==> config.mk <==
export PLATFORM = sky130hd
export DESIGN_NAME = txn_commit_seq
export DESIGN_NICKNAME = d
export VERILOG_FILES = /design/src/rtl/txn_commit_pkg.sv /design/src/rtl/dir_pick.sv /design/src/rtl/phase_target.sv /design/src/rtl/commit_fsm.sv /design/src/rtl/txn_commit_seq.sv
export SDC_FILE = /design/constraint.sdc
export NUM_CORES = 1
export LEC_CHECK = 0
export BUFFER_PORTS_ARGS = -buffer_cell sky130_fd_sc_hd__buf_2
export CORE_ASPECT_RATIO = 1.1
export CORE_MARGIN = 2
export CORE_UTILIZATION = 55
export CTS_CLUSTER_DIAMETER = 200
export CTS_CLUSTER_SIZE = 8
export DETAILED_ROUTE_END_ITERATION = 10
export PLACE_DENSITY = 0.82
export SYNTH_ARGS = -nofsm -noshare
export SYNTH_HDL_FRONTEND = slang
export SYNTH_HIERARCHICAL = 1
export SYNTH_SLANG_ARGS = --single-unit
==> constraint.sdc <==
create_clock -name clk -period 3.8 [get_ports clk]
set_input_delay 0.38 -clock clk [delete_from_list [all_inputs] [get_ports clk]]
set_output_delay 0.38 -clock clk [all_outputs]
set_load 0.03 [all_outputs]
==> src/rtl/txn_commit_pkg.sv <==
`timescale 1ns/1ps
// Shared types for the transaction commit sequencer.
// Assumes: transaction numbers are 8 bits; phase order below is the commit order.
package txn_commit_pkg;

    localparam int TID_W = 8;

    typedef enum logic [2:0] {
        PH_IDLE, PH_TID, PH_PROBE, PH_SKIP, PH_MARK, PH_RCHK, PH_COMMIT, PH_FIN
    } phase_e;

    typedef enum logic [2:0] {
        MK_NONE   = 3'd0,
        MK_PROBE  = 3'd1,
        MK_SKIP   = 3'd2,
        MK_MARK   = 3'd3,
        MK_RCHK   = 3'd4,
        MK_COMMIT = 3'd5
    } msg_kind_e;

    // Phase that follows a message phase (or the number request).
    function automatic phase_e next_phase(phase_e p);
        case (p)
            PH_TID:    return PH_PROBE;
            PH_PROBE:  return PH_SKIP;
            PH_SKIP:   return PH_MARK;
            PH_MARK:   return PH_RCHK;
            PH_RCHK:   return PH_COMMIT;
            PH_COMMIT: return PH_FIN;
            default:   return PH_IDLE;
        endcase
    endfunction

    // Message kind emitted in a phase.
    function automatic msg_kind_e kind_of(phase_e p);
        case (p)
            PH_PROBE:  return MK_PROBE;
            PH_SKIP:   return MK_SKIP;
            PH_MARK:   return MK_MARK;
            PH_RCHK:   return MK_RCHK;
            PH_COMMIT: return MK_COMMIT;
            default:   return MK_NONE;
        endcase
    endfunction

    // Phases whose messages wait for a directory response.
    function automatic logic needs_reply(phase_e p);
        return (p == PH_PROBE) || (p == PH_RCHK);
    endfunction

endpackage

==> src/rtl/dir_pick.sv <==
`timescale 1ns/1ps
// Lowest-index picker: returns the smallest set bit of a directory mask.
// Assumes: N_DIR >= 2; purely combinational, depth grows linearly with N_DIR.
module dir_pick #(
    parameter int N_DIR = 8,
    parameter int IDX_W = 3
) (
    input  logic [N_DIR-1:0] mask,
    output logic             any,
    output logic [IDX_W-1:0] idx
);

    logic [N_DIR-1:0] lower_set;
    logic [N_DIR-1:0] first_hot;

    assign lower_set[0] = 1'b0;

    // Ripple a "some lower bit is set" flag upward across the mask.
    generate
        for (genvar g = 1; g < N_DIR; g++) begin : g_chain
            assign lower_set[g] = lower_set[g-1] | mask[g-1];
        end
    endgenerate

    assign first_hot = mask & ~lower_set;
    assign any       = |mask;

    // Encode the single hot bit to an index.
    always_comb begin
        idx = '0;
        for (int i = 0; i < N_DIR; i++) begin
            if (first_hot[i]) idx = idx | IDX_W'(i);
        end
    end

endmodule

==> src/rtl/phase_target.sv <==
`timescale 1ns/1ps
// Maps a phase to the directory set it must visit, given the latched masks.
// Assumes: masks are stable for the whole transaction.
module phase_target
    import txn_commit_pkg::*;
#(
    parameter int N_DIR = 8
) (
    input  phase_e           ph,
    input  logic [N_DIR-1:0] rd_mask,
    input  logic [N_DIR-1:0] wr_mask,
    output logic [N_DIR-1:0] target
);

    // Select the visiting set for the requested phase.
    always_comb begin
        case (ph)
            PH_PROBE:  target = wr_mask;
            PH_SKIP:   target = ~wr_mask;
            PH_MARK:   target = wr_mask;
            PH_RCHK:   target = rd_mask;
            PH_COMMIT: target = rd_mask | wr_mask;
            default:   target = '0;
        endcase
    end

endmodule

==> src/rtl/commit_fsm.sv <==
`timescale 1ns/1ps
// Commit control: obtains a transaction number, then drains one remaining-
// directory mask per phase, one message per handshake, lowest index first.
// Assumes: at most one response outstanding; responses arrive only after the
// accepted probe or read check; the picker and target map are outside.
module commit_fsm
    import txn_commit_pkg::*;
#(
    parameter int N_DIR = 8,
    parameter int IDX_W = 3
) (
    input  logic             clk,
    input  logic             rst_n,
    input  logic             start,
    input  logic [N_DIR-1:0] rd_set,
    input  logic [N_DIR-1:0] wr_set,
    input  logic             id_gnt,
    input  logic [TID_W-1:0] id_val,
    input  logic             msg_ready,
    input  logic             rsp_valid,
    input  logic             rsp_ok,
    input  logic             pick_any,
    input  logic [IDX_W-1:0] pick_idx,
    input  logic [N_DIR-1:0] load_mask,
    output phase_e           load_ph,
    output logic [N_DIR-1:0] rem_mask,
    output logic [N_DIR-1:0] rd_q,
    output logic [N_DIR-1:0] wr_q,
    output logic             busy,
    output logic             id_req,
    output logic             msg_valid,
    output logic [2:0]       msg_kind,
    output logic [IDX_W-1:0] msg_dir,
    output logic [TID_W-1:0] msg_tid,
    output logic             done_commit,
    output logic             done_abort,
    output logic [TID_W-1:0] done_tid
);

    phase_e           ph_q;
    logic             wait_q;
    logic             abort_q;
    logic [TID_W-1:0] tid_q;
    logic             msg_phase;

    assign msg_phase = (ph_q == PH_PROBE) || (ph_q == PH_SKIP) || (ph_q == PH_MARK)
                    || (ph_q == PH_RCHK) || (ph_q == PH_COMMIT);

    // Phase to preload when the current one empties.
    assign load_ph = next_phase(ph_q);

    // Port-level view of the current state.
    assign busy        = (ph_q != PH_IDLE);
    assign id_req      = (ph_q == PH_TID);
    assign msg_valid   = msg_phase && pick_any && !wait_q;
    assign msg_kind    = kind_of(ph_q);
    assign msg_dir     = pick_idx;
    assign msg_tid     = tid_q;
    assign done_commit = (ph_q == PH_FIN) && !abort_q;
    assign done_abort  = (ph_q == PH_FIN) && abort_q;
    assign done_tid    = tid_q;

    // Phase sequencing, mask draining, response wait and result capture.
    always_ff @(posedge clk) begin
        if (!rst_n) begin
            ph_q     <= PH_IDLE;
            wait_q   <= 1'b0;
            abort_q  <= 1'b0;
            tid_q    <= '0;
            rem_mask <= '0;
            rd_q     <= '0;
            wr_q     <= '0;
        end else begin
            case (ph_q)
                PH_IDLE: begin
                    if (start) begin
                        rd_q    <= rd_set;
                        wr_q    <= wr_set;
                        abort_q <= 1'b0;
                        ph_q    <= PH_TID;
                    end
                end
                PH_TID: begin
                    if (id_gnt) begin
                        tid_q    <= id_val;
                        rem_mask <= load_mask;
                        ph_q     <= load_ph;
                    end
                end
                PH_FIN: begin
                    ph_q <= PH_IDLE;
                end
                default: begin
                    if (!pick_any) begin
                        rem_mask <= load_mask;
                        ph_q     <= load_ph;
                    end else if (wait_q) begin
                        if (rsp_valid) begin
                            wait_q <= 1'b0;
                            if (rsp_ok) begin
                                rem_mask[pick_idx] <= 1'b0;
                            end else if (ph_q == PH_RCHK) begin
                                abort_q  <= 1'b1;
                                rem_mask <= '0;
                                ph_q     <= PH_FIN;
                            end
                        end
                    end else if (msg_ready) begin
                        if (needs_reply(ph_q)) wait_q <= 1'b1;
                        else rem_mask[pick_idx] <= 1'b0;
                    end
                end
            endcase
        end
    end

    // the number request is held until granted.
    assert_req_hold_R1: assert property (@(posedge clk) disable iff (!rst_n)
        id_req && !id_gnt |=> id_req);

    // no message while the number is still outstanding.
    assert_quiet_before_id_R1: assert property (@(posedge clk) disable iff (!rst_n)
        id_req |-> !msg_valid);

    // an offered message keeps its fields until accepted.
    assert_msg_hold_R8: assert property (@(posedge clk) disable iff (!rst_n)
        msg_valid && !msg_ready |=> msg_valid && $stable(msg_kind)
                                    && $stable(msg_dir) && $stable(msg_tid));

    // an accepted probe or read check silences the port the next cycle.
    assert_wait_after_query_R8: assert property (@(posedge clk) disable iff (!rst_n)
        msg_valid && msg_ready && (msg_kind == 3'd1 || msg_kind == 3'd4) |=> !msg_valid);

    // commit result is a single-cycle pulse followed by idle.
    assert_commit_pulse_R6: assert property (@(posedge clk) disable iff (!rst_n)
        done_commit |=> !done_commit && !done_abort && !busy);

    // abort result is a single-cycle pulse, no message, then idle.
    assert_abort_pulse_R7: assert property (@(posedge clk) disable iff (!rst_n)
        done_abort |=> !done_abort && !msg_valid && !busy);

    // an abort is only ever the consequence of a read check.
    assert_abort_from_rchk_R7: assert property (@(posedge clk) disable iff (!rst_n)
        $rose(done_abort) |-> $past(ph_q) == PH_RCHK);

    // latched masks cannot change while a commit is running.
    assert_masks_locked_R9: assert property (@(posedge clk) disable iff (!rst_n)
        busy |=> $stable(rd_q) && $stable(wr_q));

endmodule

==> src/rtl/txn_commit_seq.sv <==
`timescale 1ns/1ps
// Ordered transaction commit sequencer (top).
// Wires the commit control to the lowest-index picker and the phase target map.
// Assumes: the allocator and directories follow the valid/ready and
// single-outstanding-response rules described on the ports.
module txn_commit_seq
    import txn_commit_pkg::*;
#(
    parameter int N_DIR = 8,
    localparam int IDX_W = (N_DIR > 1) ? $clog2(N_DIR) : 1
) (
    input  logic             clk,
    input  logic             rst_n,
    input  logic             start,
    input  logic [N_DIR-1:0] rd_set,
    input  logic [N_DIR-1:0] wr_set,
    output logic             busy,
    output logic             id_req,
    input  logic             id_gnt,
    input  logic [7:0]       id_val,
    output logic             msg_valid,
    input  logic             msg_ready,
    output logic [2:0]       msg_kind,
    output logic [IDX_W-1:0] msg_dir,
    output logic [7:0]       msg_tid,
    input  logic             rsp_valid,
    input  logic             rsp_ok,
    output logic             done_commit,
    output logic             done_abort,
    output logic [7:0]       done_tid
);

    phase_e           load_ph;
    logic [N_DIR-1:0] load_mask;
    logic [N_DIR-1:0] rem_mask;
    logic [N_DIR-1:0] rd_q;
    logic [N_DIR-1:0] wr_q;
    logic             pick_any;
    logic [IDX_W-1:0] pick_idx;

    commit_fsm #(.N_DIR(N_DIR), .IDX_W(IDX_W)) u_fsm (
        .clk         (clk),
        .rst_n       (rst_n),
        .start       (start),
        .rd_set      (rd_set),
        .wr_set      (wr_set),
        .id_gnt      (id_gnt),
        .id_val      (id_val),
        .msg_ready   (msg_ready),
        .rsp_valid   (rsp_valid),
        .rsp_ok      (rsp_ok),
        .pick_any    (pick_any),
        .pick_idx    (pick_idx),
        .load_mask   (load_mask),
        .load_ph     (load_ph),
        .rem_mask    (rem_mask),
        .rd_q        (rd_q),
        .wr_q        (wr_q),
        .busy        (busy),
        .id_req      (id_req),
        .msg_valid   (msg_valid),
        .msg_kind    (msg_kind),
        .msg_dir     (msg_dir),
        .msg_tid     (msg_tid),
        .done_commit (done_commit),
        .done_abort  (done_abort),
        .done_tid    (done_tid)
    );

    dir_pick #(.N_DIR(N_DIR), .IDX_W(IDX_W)) u_pick (
        .mask (rem_mask),
        .any  (pick_any),
        .idx  (pick_idx)
    );

    phase_target #(.N_DIR(N_DIR)) u_tgt (
        .ph      (load_ph),
        .rd_mask (rd_q),
        .wr_mask (wr_q),
        .target  (load_mask)
    );

endmodule

[Yosys cells after proc, flatten, opt, wreduce, memory -nomap -nowiden]
Index checks and enable logic that the tools add are counted.
Cells by class
  $lt $le $gt $ge: 2
  equal/unequal tests: 23
  multiplexer cells: 40
  bitwise operators: 15
  reductions and logical operators: 29
Operators by type and width (number)
  $mux W8: 8
  $mux W3: 11
  $pmux W8 S4: 1
  $ne A5 B5 Y1 const B: 5
  $not A8 Y8: 3
  $eq A3 B3 Y1 const B: 7
  $pmux W3 S6: 1
  $and A8 B8 Y8: 2
  $pmux W8 S2: 1
  $pmux W3 S5: 1
  $eq A3 B2 Y1 const B: 4
  $mux W1: 12
  $ne A4 B4 Y1 const B: 3
  $reduce_and A6 Y1: 2
  $pmux W3 S3: 1
  $or A8 B8 Y8: 1
  $reduce_bool A2 Y1: 4
  $reduce_or A8 Y1: 1
  $reduce_and A7 Y1: 1
  $or A1 B1 Y1: 6
  $reduce_and A2 Y1: 3
  $reduce_or A2 Y1: 3
  $logic_and A1 B1 Y1: 5
  $logic_or A1 B1 Y1: 5
  13 further kinds: 18
Storage, ports and cells
  register bits after elaboration: 37
  input port bits: 31
  output and inout bits: 27

[Logic depth before layout (Yosys ltp)]
Gate-level depths: netlist (run 1).
  depth after elaboration: 26
  gate-level depth with buffers: 13
  mapped depth without buffers: 9

[By module]
Netlist (run 1), hierarchy kept.
Modules (own cells, without submodules)
  commit_fsm: instances 1, cells an instance 241, area each 1971.9 um2
  phase_target: instances 1, cells an instance 44, area each 321.6 um2
  dir_pick: instances 1, cells an instance 14, area each 82.6 um2

[Least setup slack after synthesis (run 1)]
OpenSTA, ideal clock, no wires.
  path kind: flip-flop to flip-flop
  start: register u_fsm.ph_q[0]
  end: register u_fsm.rem_mask[0]
  library setup time: 124 ps
  arrival time: 2163 ps
  slack: 1513 ps
  cell stages (with the launch flop): 11
  path buffers: 3
  cells stage by stage: dfxtp_1 > buf_4 > mux2_2 > or2_2 > buf_4 > nor2b_1 > buf_4 > a2bb2oi_1 > a21oi_1 > nand4_1 > o211ai_2
Between the ends
  longest elaborated chain between the ends: 7
  elaborated cells between the ends (all ways): 28
  those cells by class: 17 x eq/ne; 5 x mux; 1 x bitwise; 5 x reduce/logical
Ends and longest elaborated chain
  start, declared: line commit_fsm.sv:40  | phase_e ph_q;
  start signal, assigned: line commit_fsm.sv:87  | ph_q <= load_ph;
  start signal, assigned: line commit_fsm.sv:96  | ph_q <= load_ph;
  $eq A3 B3 Y1 (tied with other cells): line txn_commit_pkg.sv:23  | case (p)
  $pmux W3 S6 *: line txn_commit_pkg.sv:23
  named net load_ph[2]: line txn_commit_seq.sv:33  | phase_e load_ph;
  $eq A3 B2 Y1 / $eq A3 B3 Y1 (equally long branches): line phase_target.sv:17  | case (ph)
  $reduce_or A2 Y1 (no source line)
  $pmux W8 S4 *: line phase_target.sv:17
  named net load_mask[0]: line txn_commit_seq.sv:34  | logic [N_DIR-1:0] load_mask;
  $mux W8, on equally long branches: line commit_fsm.sv:94, commit_fsm.sv:84
  $pmux W8 S2 *: line commit_fsm.sv:74  | case (ph_q)
  end signal, assigned: line commit_fsm.sv:86  | rem_mask <= load_mask;
  end signal, assigned: line commit_fsm.sv:95  | rem_mask <= load_mask;
  end, declared: line commit_fsm.sv:26  | output logic [N_DIR-1:0] rem_mask,
Mark *: on every way through the listed nets, which the timed path passes. The rest lies on a longest branch. The select of a mux whose other input is x is not followed.
A chain may end at the register's enable or synchronous reset.

[Final worst setup path (run 1)]
  start: register u_fsm.ph_q[0]
  end: register u_fsm.rem_mask[2]
Same word-level chain as after synthesis.

==> results_dict.tcl, run 1 <==
set metrics [dict create \
    synth-compound-area-share 0.308 \
    final_hold_viol_count 0 \
    tightest_slew_ns 1.04 \
    drc 0 \
    timing.critical_path.arrival_ns 2.76 \
    syn-cell-area_um2 2380 \
    setup.reg_to_reg.worst_slack_ns 1.25 \
    power.sequential.fraction 0.245 \
    postLayoutCellArea_um2 2620 \
    syn-instance-count 299 \
    drt-met1-wl_um 2210 \
    pre_cts_slack_ns 1.28 \
    initial_core_util 0.563 \
    route.detailed.vias_per_inst 5.65 \
    route.detailed.wl_per_inst_um 12.5 \
    clock-skew-final_ns 0.00399 \
    route.final.wire_length_um 4840 \
    fmax_mhz 392 \
    drive_above_1_share 0.268 \
    cts.reportedPaths.clkPinSlew_ns 0.07 \
    synth.lib_cells_used.distinct 54 \
    hold_path_class "primary input to flip-flop" \
    floorplan.die_area_um2 4860 \
    mean_cell_area_of_the_mapped_netlist_um2 7.95 \
    maxCapViolCount 0 \
    grt_setup_unrepaired "false" \
    post_cts.resized_instances 0 \
    worst_setup_path_start_kind "flip-flop" \
    cts_bufs_inserted 5 \
    synth_warnings 6 \
    post_synth_and_or_nand_nor_area_fraction 0.253 \
    seq_area_frac_synth 0.312 \
    pwr_density_cell_nw_per_um2 969 \
    diodes 0 \
    topRoutingLayerUsed "met4" \
    critical_path.startpoint "u_fsm/ph_q[0]" \
    clock_latency_ns 0.28 \
    r2r-start "u_fsm/ph_q[0]" \
    cts_num_sinks 37 \
    die_x_um 66.7 \
    p_sw_uw 1360 \
    cts_root_buf "sky130_fd_sc_hd__clkbuf_8" \
    n_fill_cell 365 \
    ioPinCount 58 \
    power_switching_share 0.538 \
    leakagePower_uw 0.00115 \
    cts_htree_levels 2 \
    fin_crit_share 0.672 \
    final_cells 386 \
    placement.io_buffers 57 \
    final.setup.worst_slack_ns 1.25 \
    max-clock-path-buffers 2 \
    max-vdd-ir-drop_uv 410 \
    yosys-top-cells-area "sky130_fd_sc_hd__dfxtp_1 31%, sky130_fd_sc_hd__nand2_1 11%, sky130_fd_sc_hd__a21boi_0 5.1%" \
    grt.overflow.total 0 \
    setup-violations-final 0 \
    timing.reg2reg.worst_path_depth 9 \
    fin_crit_ns 2.55 \
    ant_nets 0 \
    synth_enable_flop_cells 0 \
    grt_use_total 0.210 \
    ys_seq_elements 37 \
    grt_start_max_net_pins 47 \
    slew_headroom 0.300 \
    post_synth_xor_xnor_area 0.00737 \
    p_clk_frac 0.106 \
    grt_antenna_before_repair 0 \
    via_count 2179 \
    tritoncts "built" \
    postCtsSetupRepairBufs 0 \
    pwr-share-comb 0.649 \
    flow.area_growth_from_synthesis_pct 10.1 \
    post-dp-hpwl_um 3460 \
    drt-initial-drc-count 98 \
    gp_routability_congestion 0.889 \
    outcome "completed" \
    drtPass1Iterations 4 \
    critical_path_required_ns 4.01 \
    worstPathMaxFanout 19 \
    dp_cells 379 \
    layout_commonest_cell "sky130_fd_sc_hd__nand2_1" \
    grt_first_pass_wirelength_um 8060 \
    yosys.area_share.adder 0 \
    synth_top_family_by_area "compound AO/OA/AOI/OAI gates" \
    muxShareOfSynthArea 0.0132 \
    die_height_um 72.9 \
    synth-async-reset-ratio 0 \
    synthDominantAreaCellType "sky130_fd_sc_hd__dfxtp_1" \
    timing.critical_path.to_type "flip-flop" \
    fp-row-count 25 \
    setup_crit_path_kind "flip-flop to flip-flop" \
    power.internal_uw 1170 \
    reg2reg_to "u_fsm/rem_mask[2]" \
    worst_setup_path_endpoint "u_fsm/rem_mask[2]" \
    vias_in_the_first_global_route 1869 \
    met3RoutedLength_um 301 \
    mostFrequentLayoutCells "71 x sky130_fd_sc_hd__nand2_1, 57 x sky130_fd_sc_hd__buf_2, 37 x sky130_fd_sc_hd__dfxtp_1, 16 x sky130_fd_sc_hd__a21boi_0" \
    floorplan.core_area_um2 4220 \
    met2_wirelength_um 2280 \
    mapped_nets 330 \
    final.setup.tns_ns 0 \
    cts_hold_repair.buffers 0 \
    slew_violations 0 \
    netlist.area_leader.share 0.312 \
    ys.flop_type "sky130_fd_sc_hd__dfxtp_1" \
    finalNetCount 363 \
    placedInstanceArea_um2 2530 \
]
how the worst min path moves through the flow:
stage	slack, ns	end	start	cells past startpoint
floorplan	0.44	u_fsm/rd_q[6]	u_fsm/rd_q[6]	2
global placement	0.45	u_fsm/done_tid[5]	u_fsm/done_tid[5]	2
detailed placement	0.46	u_fsm/done_tid[6]	u_fsm/done_tid[6]	2
CTS	0.33	u_fsm/done_tid[7]	id_val[7]	3
global route	0.34	u_fsm/rd_q[5]	rd_set[5]	3
finish	0.33	u_fsm/done_tid[7]	id_val[7]	3
critical path, cell delays in order, from the launching register on:
cell and delay [ns]:
sky130_fd_sc_hd__dfxtp_1 0.71, sky130_fd_sc_hd__xor2_1 0.14, sky130_fd_sc_hd__buf_4 0.23, sky130_fd_sc_hd__and2_1 0.18, sky130_fd_sc_hd__or2_2 0.38, sky130_fd_sc_hd__nand2b_1 0.28, sky130_fd_sc_hd__a2bb2oi_1 0.17, sky130_fd_sc_hd__a21oi_1 0.16
sky130_fd_sc_hd__nand4_1 0.11, sky130_fd_sc_hd__o211ai_2 0.11
routing by layer:
layer | GRT usage | vias to the layer above
met3 | 0.0417 | 6
met2 | 0.349 | 79
li1 | - | 1105
met1 | 0.261 | 989
met5 | 0 | -
met4 | 0.0952 | 0
stage by stage:
step	utilization	hold slack (ns)	power [µW]
floorplan	-	0.444	2090
global placement	0.599	0.450	2220
detailed placement	0.599	0.456	2250
CTS	0.619	0.330	2530
global route	0.619	0.342	2760
finish	0.619	0.333	2530
state kept, by name, indices dropped and copies added, names as in the netlist:
name and cells:
u_fsm/abort_q 1, u_fsm/wr_q 8, u_fsm/wait_q 1, u_fsm/rd_q 8, u_fsm/rem_mask 8, u_fsm/done_tid 8, u_fsm/ph_q 3
synth_stat cells, types with 2 or more instances:
| library cell | count |
|---|---|
| sky130_fd_sc_hd__nor2b_1 | 6 |
| sky130_fd_sc_hd__buf_6 | 3 |
| sky130_fd_sc_hd__buf_2 | 6 |
| sky130_fd_sc_hd__nand2b_1 | 2 |
| sky130_fd_sc_hd__a21boi_0 | 16 |
| sky130_fd_sc_hd__xor2_1 | 2 |
| sky130_fd_sc_hd__and2_1 | 3 |
| sky130_fd_sc_hd__o21ai_0 | 4 |
| sky130_fd_sc_hd__o211ai_2 | 8 |
| sky130_fd_sc_hd__nand3_1 | 2 |
| sky130_fd_sc_hd__a21o_1 | 7 |
| sky130_fd_sc_hd__mux2i_1 | 2 |
| sky130_fd_sc_hd__a221oi_1 | 6 |
| sky130_fd_sc_hd__clkbuf_1 | 7 |
| sky130_fd_sc_hd__nand2_1 | 71 |
| sky130_fd_sc_hd__nor2_1 | 14 |
| sky130_fd_sc_hd__o21ai_1 | 3 |
| sky130_fd_sc_hd__nand4_1 | 8 |
| sky130_fd_sc_hd__dfxtp_1 | 37 |
| sky130_fd_sc_hd__a211oi_1 | 2 |
| sky130_fd_sc_hd__a21boi_1 | 8 |
| sky130_fd_sc_hd__a2bb2oi_1 | 7 |
| sky130_fd_sc_hd__nor3b_1 | 3 |
| sky130_fd_sc_hd__a31oi_1 | 5 |
| sky130_fd_sc_hd__inv_1 | 10 |
| sky130_fd_sc_hd__a21oi_1 | 14 |
| sky130_fd_sc_hd__buf_4 | 16 |
final cells by class:
type / count / area (µm²) / area share
timing repair buffer: 59 / 300 / 0.115
inverter: 10 / 37.5 / 0.0144
sequential: 37 / 741 / 0.283
tap: 54 / 67.6 / 0.0258
multi-input combinational: 219 / 1380 / 0.529
clock buffer: 7 / 86.3 / 0.0330
logic make-up (layout without fill, tap and decap cells):
family / Yosys count / in the layout
AO/OA/AOI/OAI: 92 / 92
buffers and inverters: 43 / 76
flip-flops: 37 / 37
AND/OR/NAND/NOR: 122 / 122
XOR/XNOR: 2 / 2
multiplexers: 3 / 3
power groups by stage:
stage,registers [µW],logic (µW),clock network [µW]
2_1_floorplan,591,1500,0
3_3_place_gp,621,1600,0
3_5_place_dp,627,1620,0
4_1_cts,619,1630,279
5_1_grt,641,1830,290
6_report,621,1640,269
Note: power is estimated with default switching activity, not from simulation.
==> run 2: changes to the inputs <==
- ABC_AREA: not set -> 1
- CORE_UTILIZATION: 55 -> 53
- PLACE_DENSITY: 0.82 -> 0.8
- clock period: 3.8 -> 2.48 ns (I/O delays scaled with it)
==> results_dict.tcl, run 2 <==
set metrics [dict create \
    drc 0 \
    route.final.wire_length_um 4980 \
    mostFrequentLayoutCells "76 x sky130_fd_sc_hd__nand2_1, 57 x sky130_fd_sc_hd__buf_2, 42 x sky130_fd_sc_hd__nor2_1, 42 x sky130_fd_sc_hd__nand3_1, 37 x sky130_fd_sc_hd__dfxtp_1" \
    worstPathMaxFanout 11 \
    fin_crit_ns 2.26 \
    flow.area_growth_from_synthesis_pct 13.0 \
    setup_crit_path_kind "flip-flop to output port" \
    placement.io_buffers 57 \
    hold_path_class "primary input to flip-flop" \
    fmax_mhz 442 \
    cts_num_sinks 37 \
    grt_start_max_net_pins 22 \
    route.detailed.wl_per_inst_um 11.3 \
    post_route_worst_hold_slack_ns 0.189 \
    cts_root_buf "sky130_fd_sc_hd__clkbuf_8" \
    tightest_slew_ns 0.481 \
    drive_above_1_share 0.230 \
    grt.overflow.total 0 \
    ant_nets 0 \
    ys_top_cells_by_count "76 x sky130_fd_sc_hd__nand2_1, 42 x sky130_fd_sc_hd__nand3_1, 42 x sky130_fd_sc_hd__nor2_1" \
    yosys.cell_count.top_type "sky130_fd_sc_hd__nand2_1" \
    slew_violations 0 \
    syn-instance-count 345 \
    floorplan.die_area_um2 4700 \
    path_cells "nor2_2 -> nand2_2 -> inv_2 -> nand2_1 -> nand2_1 -> nor3_1 -> buf_2" \
    floorplan.core_area_um2 3990 \
    mapped_nets 376 \
    timing.critical_path.to_type "output port" \
    tritoncts "built" \
    seq_area_frac_synth 0.336 \
    diodes 0 \
    crit_top_cell "sky130_fd_sc_hd__nand2_1" \
    cts_bufs_inserted 5 \
    setup-violations-final 0 \
    synthDominantAreaCellType "sky130_fd_sc_hd__dfxtp_1" \
    grt_first_pass_wirelength_um 8300 \
    vias_in_the_first_global_route 2012 \
    initial_core_util 0.553 \
    outcome "completed" \
    critical_path_required_ns 2.23 \
    post-dp-hpwl_um 3720 \
    final.setup.tns_ns 0 \
    drt-initial-drc-count 189 \
    netlist.area_leader.share 0.336 \
    synth.lib_cells_used.distinct 25 \
    slew_headroom 0.677 \
    ys.flop_type "sky130_fd_sc_hd__dfxtp_1" \
    grt_antenna_before_repair 0 \
    ys_seq_elements 37 \
    ioPinCount 58 \
    grt_setup_unrepaired "false" \
    die_x_um 65.5 \
    post_cts.resized_instances 0 \
    drtPass1Iterations 4 \
    clock_latency_ns 0.28 \
    timing.critical_path.slowest_cell_delay_ns 0.38 \
    critical_path_slowest_stage_cell "sky130_fd_sc_hd__dfxtp_1" \
    via_count 2263 \
    max-clock-path-buffers 2 \
    grt_use_total 0.220 \
    timing.critical_path.arrival_ns 2.01 \
    synth_enable_flop_cells 0 \
    cts_htree_levels 2 \
    clock-skew-final_ns 0.00594 \
    postCtsSetupRepairBufs 0 \
    critPathBufInv 2 \
    critPathTopFamily "simple AND/OR/NAND/NOR gates" \
    yosys-top-cells-area "sky130_fd_sc_hd__dfxtp_1 34%, sky130_fd_sc_hd__nand2_1 13%, sky130_fd_sc_hd__nand3_1 9.5%" \
    gp_routability_congestion 0.879 \
    synth-async-reset-ratio 0 \
    cts.reportedPaths.clkPinSlew_ns 0.07 \
    finalNetCount 418 \
    final_hold_viol_count 0 \
    worst_setup_path_start_kind "flip-flop" \
    fin_crit_share 0.912 \
    die_height_um 71.7 \
    syn-cell-area_um2 2210 \
    synth_warnings 6 \
    fp-row-count 24 \
    maxCapViolCount 0 \
    route.detailed.vias_per_inst 5.15 \
    layout_commonest_cell "sky130_fd_sc_hd__nand2_1" \
    cts_hold_repair.buffers 0 \
    mean_cell_area_of_the_mapped_netlist_um2 6.40 \
]
## run 2: changes by cell type after synthesis, sizes merged, moves of 14 or more
cell	previous run	this run
nand2	72	86
inv	10	38
o21ai	8	23
a21boi	24	0
nand3	3	44
nor2	14	47
## run 2: layer usage
metal,routed length (µm),vias to the layer above,GRT usage
met5,0,-,0
met4,57,0,0.0810
met3,199,6,0.0408
met2,2470,47,0.370
met1,2250,1011,0.280
li1,-,1199,-
## run 2: final cells by class
cell class | count | area (µm²)
well taps | 52 | 65.1
fillers | 386 | 1500
repair buffers | 58 | 293
multi-input cells | 246 | 1160
inverters | 39 | 146
clock buffers | 7 | 86.3
flip-flops and latches | 37 | 741
## run 2: final timing paths
path	endpoint	depth (start not counted)	slack, ns	start
min reg2reg	u_fsm/rem_mask[5]	2	0.47	u_fsm/rem_mask[5]
max	msg_valid	7	0.22	u_fsm/rem_mask[3]
max reg2reg	u_fsm/rem_mask[4]	9	0.45	u_fsm/rem_mask[5]
min	u_fsm/wr_q[0]	3	0.19	wr_set[0]
## run 2: logic make-up after synthesis
logic type             synth area share
AOI/OAI and AO/OA                 0.118
and+or+nand+nor                   0.409
buffers and inverters             0.137
DFF                               0.336
## run 2: worst register-to-register path, cell delays in order (launching register included)
cell	delay [ns]
sky130_fd_sc_hd__dfxtp_1	0.31
sky130_fd_sc_hd__inv_1	0.08
sky130_fd_sc_hd__nand2_1	0.07
sky130_fd_sc_hd__nor3_1	0.19
sky130_fd_sc_hd__nand2_1	0.25
sky130_fd_sc_hd__nand2_1	0.39
sky130_fd_sc_hd__nor2_1	0.09
sky130_fd_sc_hd__nand2_2	0.23
sky130_fd_sc_hd__nand4_1	0.17
sky130_fd_sc_hd__a21oi_1	0.17
## run 2: metrics by stage
stage               cells  instance area (µm²)  worst slack, ns   util
floorplan             345                 2210            0.574      -
global placement      432                 2410            0.544  0.603
detailed placement    432                 2410            0.480  0.603
CTS                   439                 2490            0.241  0.625
global route          439                 2490           0.0352  0.625
finish                439                 2490            0.219  0.625
Power of run 2 is left out: the tool's default activity adds up to more than one toggle a clock period on the data nets, which glitch-free logic cannot reach.
==> run 3: changes to the inputs <==
- RECOVER_POWER: not set -> 25
==> results_dict.tcl, run 3 (synthesized netlist as in run 2, its figures left out) <==
set metrics [dict create \
    outcome "completed" \
    flow.area_growth_from_synthesis_pct 12.1 \
    final_hold_viol_count 0 \
    route.detailed.wl_per_inst_um 11.3 \
    clock-skew-final_ns 0.00590 \
    post_cts.resized_instances 0 \
    placement.io_buffers 57 \
    route.final.wire_length_um 4970 \
    grt.overflow.total 0 \
    maxCapViolCount 0 \
    drive_above_1_share 0.189 \
    fp-row-count 24 \
    via_count 2260 \
    tightest_slew_ns 0.466 \
    timing.reg2reg.worst_path_depth 9 \
    hold_path_class "primary input to flip-flop" \
    initial_core_util 0.553 \
    cts.reportedPaths.clkPinSlew_ns 0.07 \
    vias_in_the_first_global_route 2012 \
    drt-initial-drc-count 188 \
    gp_routability_congestion 0.879 \
    grt_setup_unrepaired "false" \
    worstPathMaxFanout 11 \
    cts_root_buf "sky130_fd_sc_hd__clkbuf_8" \
    floorplan.core_area_um2 3990 \
    final.setup.tns_ns 0 \
    setup-violations-final 0 \
    postCtsSetupRepairBufs 0 \
    cts_num_sinks 37 \
    die_x_um 65.5 \
    max-clock-path-buffers 2 \
    ioPinCount 58 \
    finalNetCount 418 \
    drc 0 \
    timing.critical_path.arrival_ns 2.01 \
    route.detailed.vias_per_inst 5.15 \
    slew_headroom 0.687 \
    multi_input_area_um2 1160 \
    ff_latch_area_um2 741 \
    setup_crit_path_kind "flip-flop to output port" \
    grt_start_max_net_pins 22 \
    timing.critical_path.to_type "output port" \
    post-dp-hpwl_um 3720 \
    grt_antenna_before_repair 0 \
    layout_commonest_cell "sky130_fd_sc_hd__nand2_1" \
    tritoncts "built" \
    worst_setup_path_start_kind "flip-flop" \
    cts_htree_levels 2 \
    fmax_mhz 442 \
    drtPass1Iterations 4 \
    n_fill_cell 397 \
    die_height_um 71.7 \
    fin_crit_ns 2.26 \
    mostFrequentLayoutCells "76 x sky130_fd_sc_hd__nand2_1, 42 x sky130_fd_sc_hd__nor2_1, 42 x sky130_fd_sc_hd__nand3_1, 41 x sky130_fd_sc_hd__buf_2, 37 x sky130_fd_sc_hd__dfxtp_1" \
    cts_bufs_inserted 5 \
    critical_path_required_ns 2.23 \
    floorplan.die_area_um2 4700 \
    ant_nets 0 \
    clock_latency_ns 0.28 \
    cell_depth_of_the_worst_hold_path 3 \
    cts_hold_repair.buffers 0 \
    slew_violations 0 \
    fin_crit_share 0.912 \
    grt_use_total 0.220 \
    diodes 0 \
    grt_first_pass_wirelength_um 8300 \
]
==> run 3: final cells by class <==
cell class              instances  share of cell area
multi-input cells             246               0.470
flip-flops and latches         37               0.299
repair buffers                 58               0.110
inverters                      39              0.0592
clock buffers                   7              0.0349
well taps                      52              0.0263
==> run 3: per-stage QoR <==
step / setup WS, ns / hold WS (ns) / cells / util / cell area [µm²]
floorplan: 0.574 / 0.383 / 345 / - / 2210
global placement: 0.544 / 0.455 / 432 / 0.603 / 2410
detailed placement: 0.480 / 0.455 / 432 / 0.603 / 2410
CTS: 0.241 / 0.178 / 439 / 0.625 / 2490
global route: 0.0352 / 0.186 / 439 / 0.620 / 2470
finish: 0.219 / 0.189 / 439 / 0.620 / 2470
==> run 3: final timing paths <==
check | from | end | slack [ns]
setup / recovery | u_fsm/rem_mask[3] | msg_valid | 0.22
hold / removal | wr_set[0] | u_fsm/wr_q[0] | 0.19
setup reg to reg | u_fsm/rem_mask[5] | u_fsm/rem_mask[4] | 0.45
hold reg to reg | u_fsm/rem_mask[5] | u_fsm/rem_mask[5] | 0.47
==> run 3: critical path, stage by stage (launching register included) <==
cell	delay, ns
sky130_fd_sc_hd__dfxtp_1	0.38
sky130_fd_sc_hd__nor2_2	0.08
sky130_fd_sc_hd__nand2_2	0.08
sky130_fd_sc_hd__inv_2	0.04
sky130_fd_sc_hd__nand2_1	0.24
sky130_fd_sc_hd__nand2_1	0.31
sky130_fd_sc_hd__nor3_1	0.35
sky130_fd_sc_hd__buf_2	0.26
==> run 3: layer usage <==
metal	track usage	up-vias	part of all wire
met1	0.280	1006	0.45
met3	0.0408	6	0.039
li1	-	1200	-
met2	0.370	48	0.50
met5	0	-	0
met4	0.0810	0	0.011
Power of run 3 is left out for the same reason.
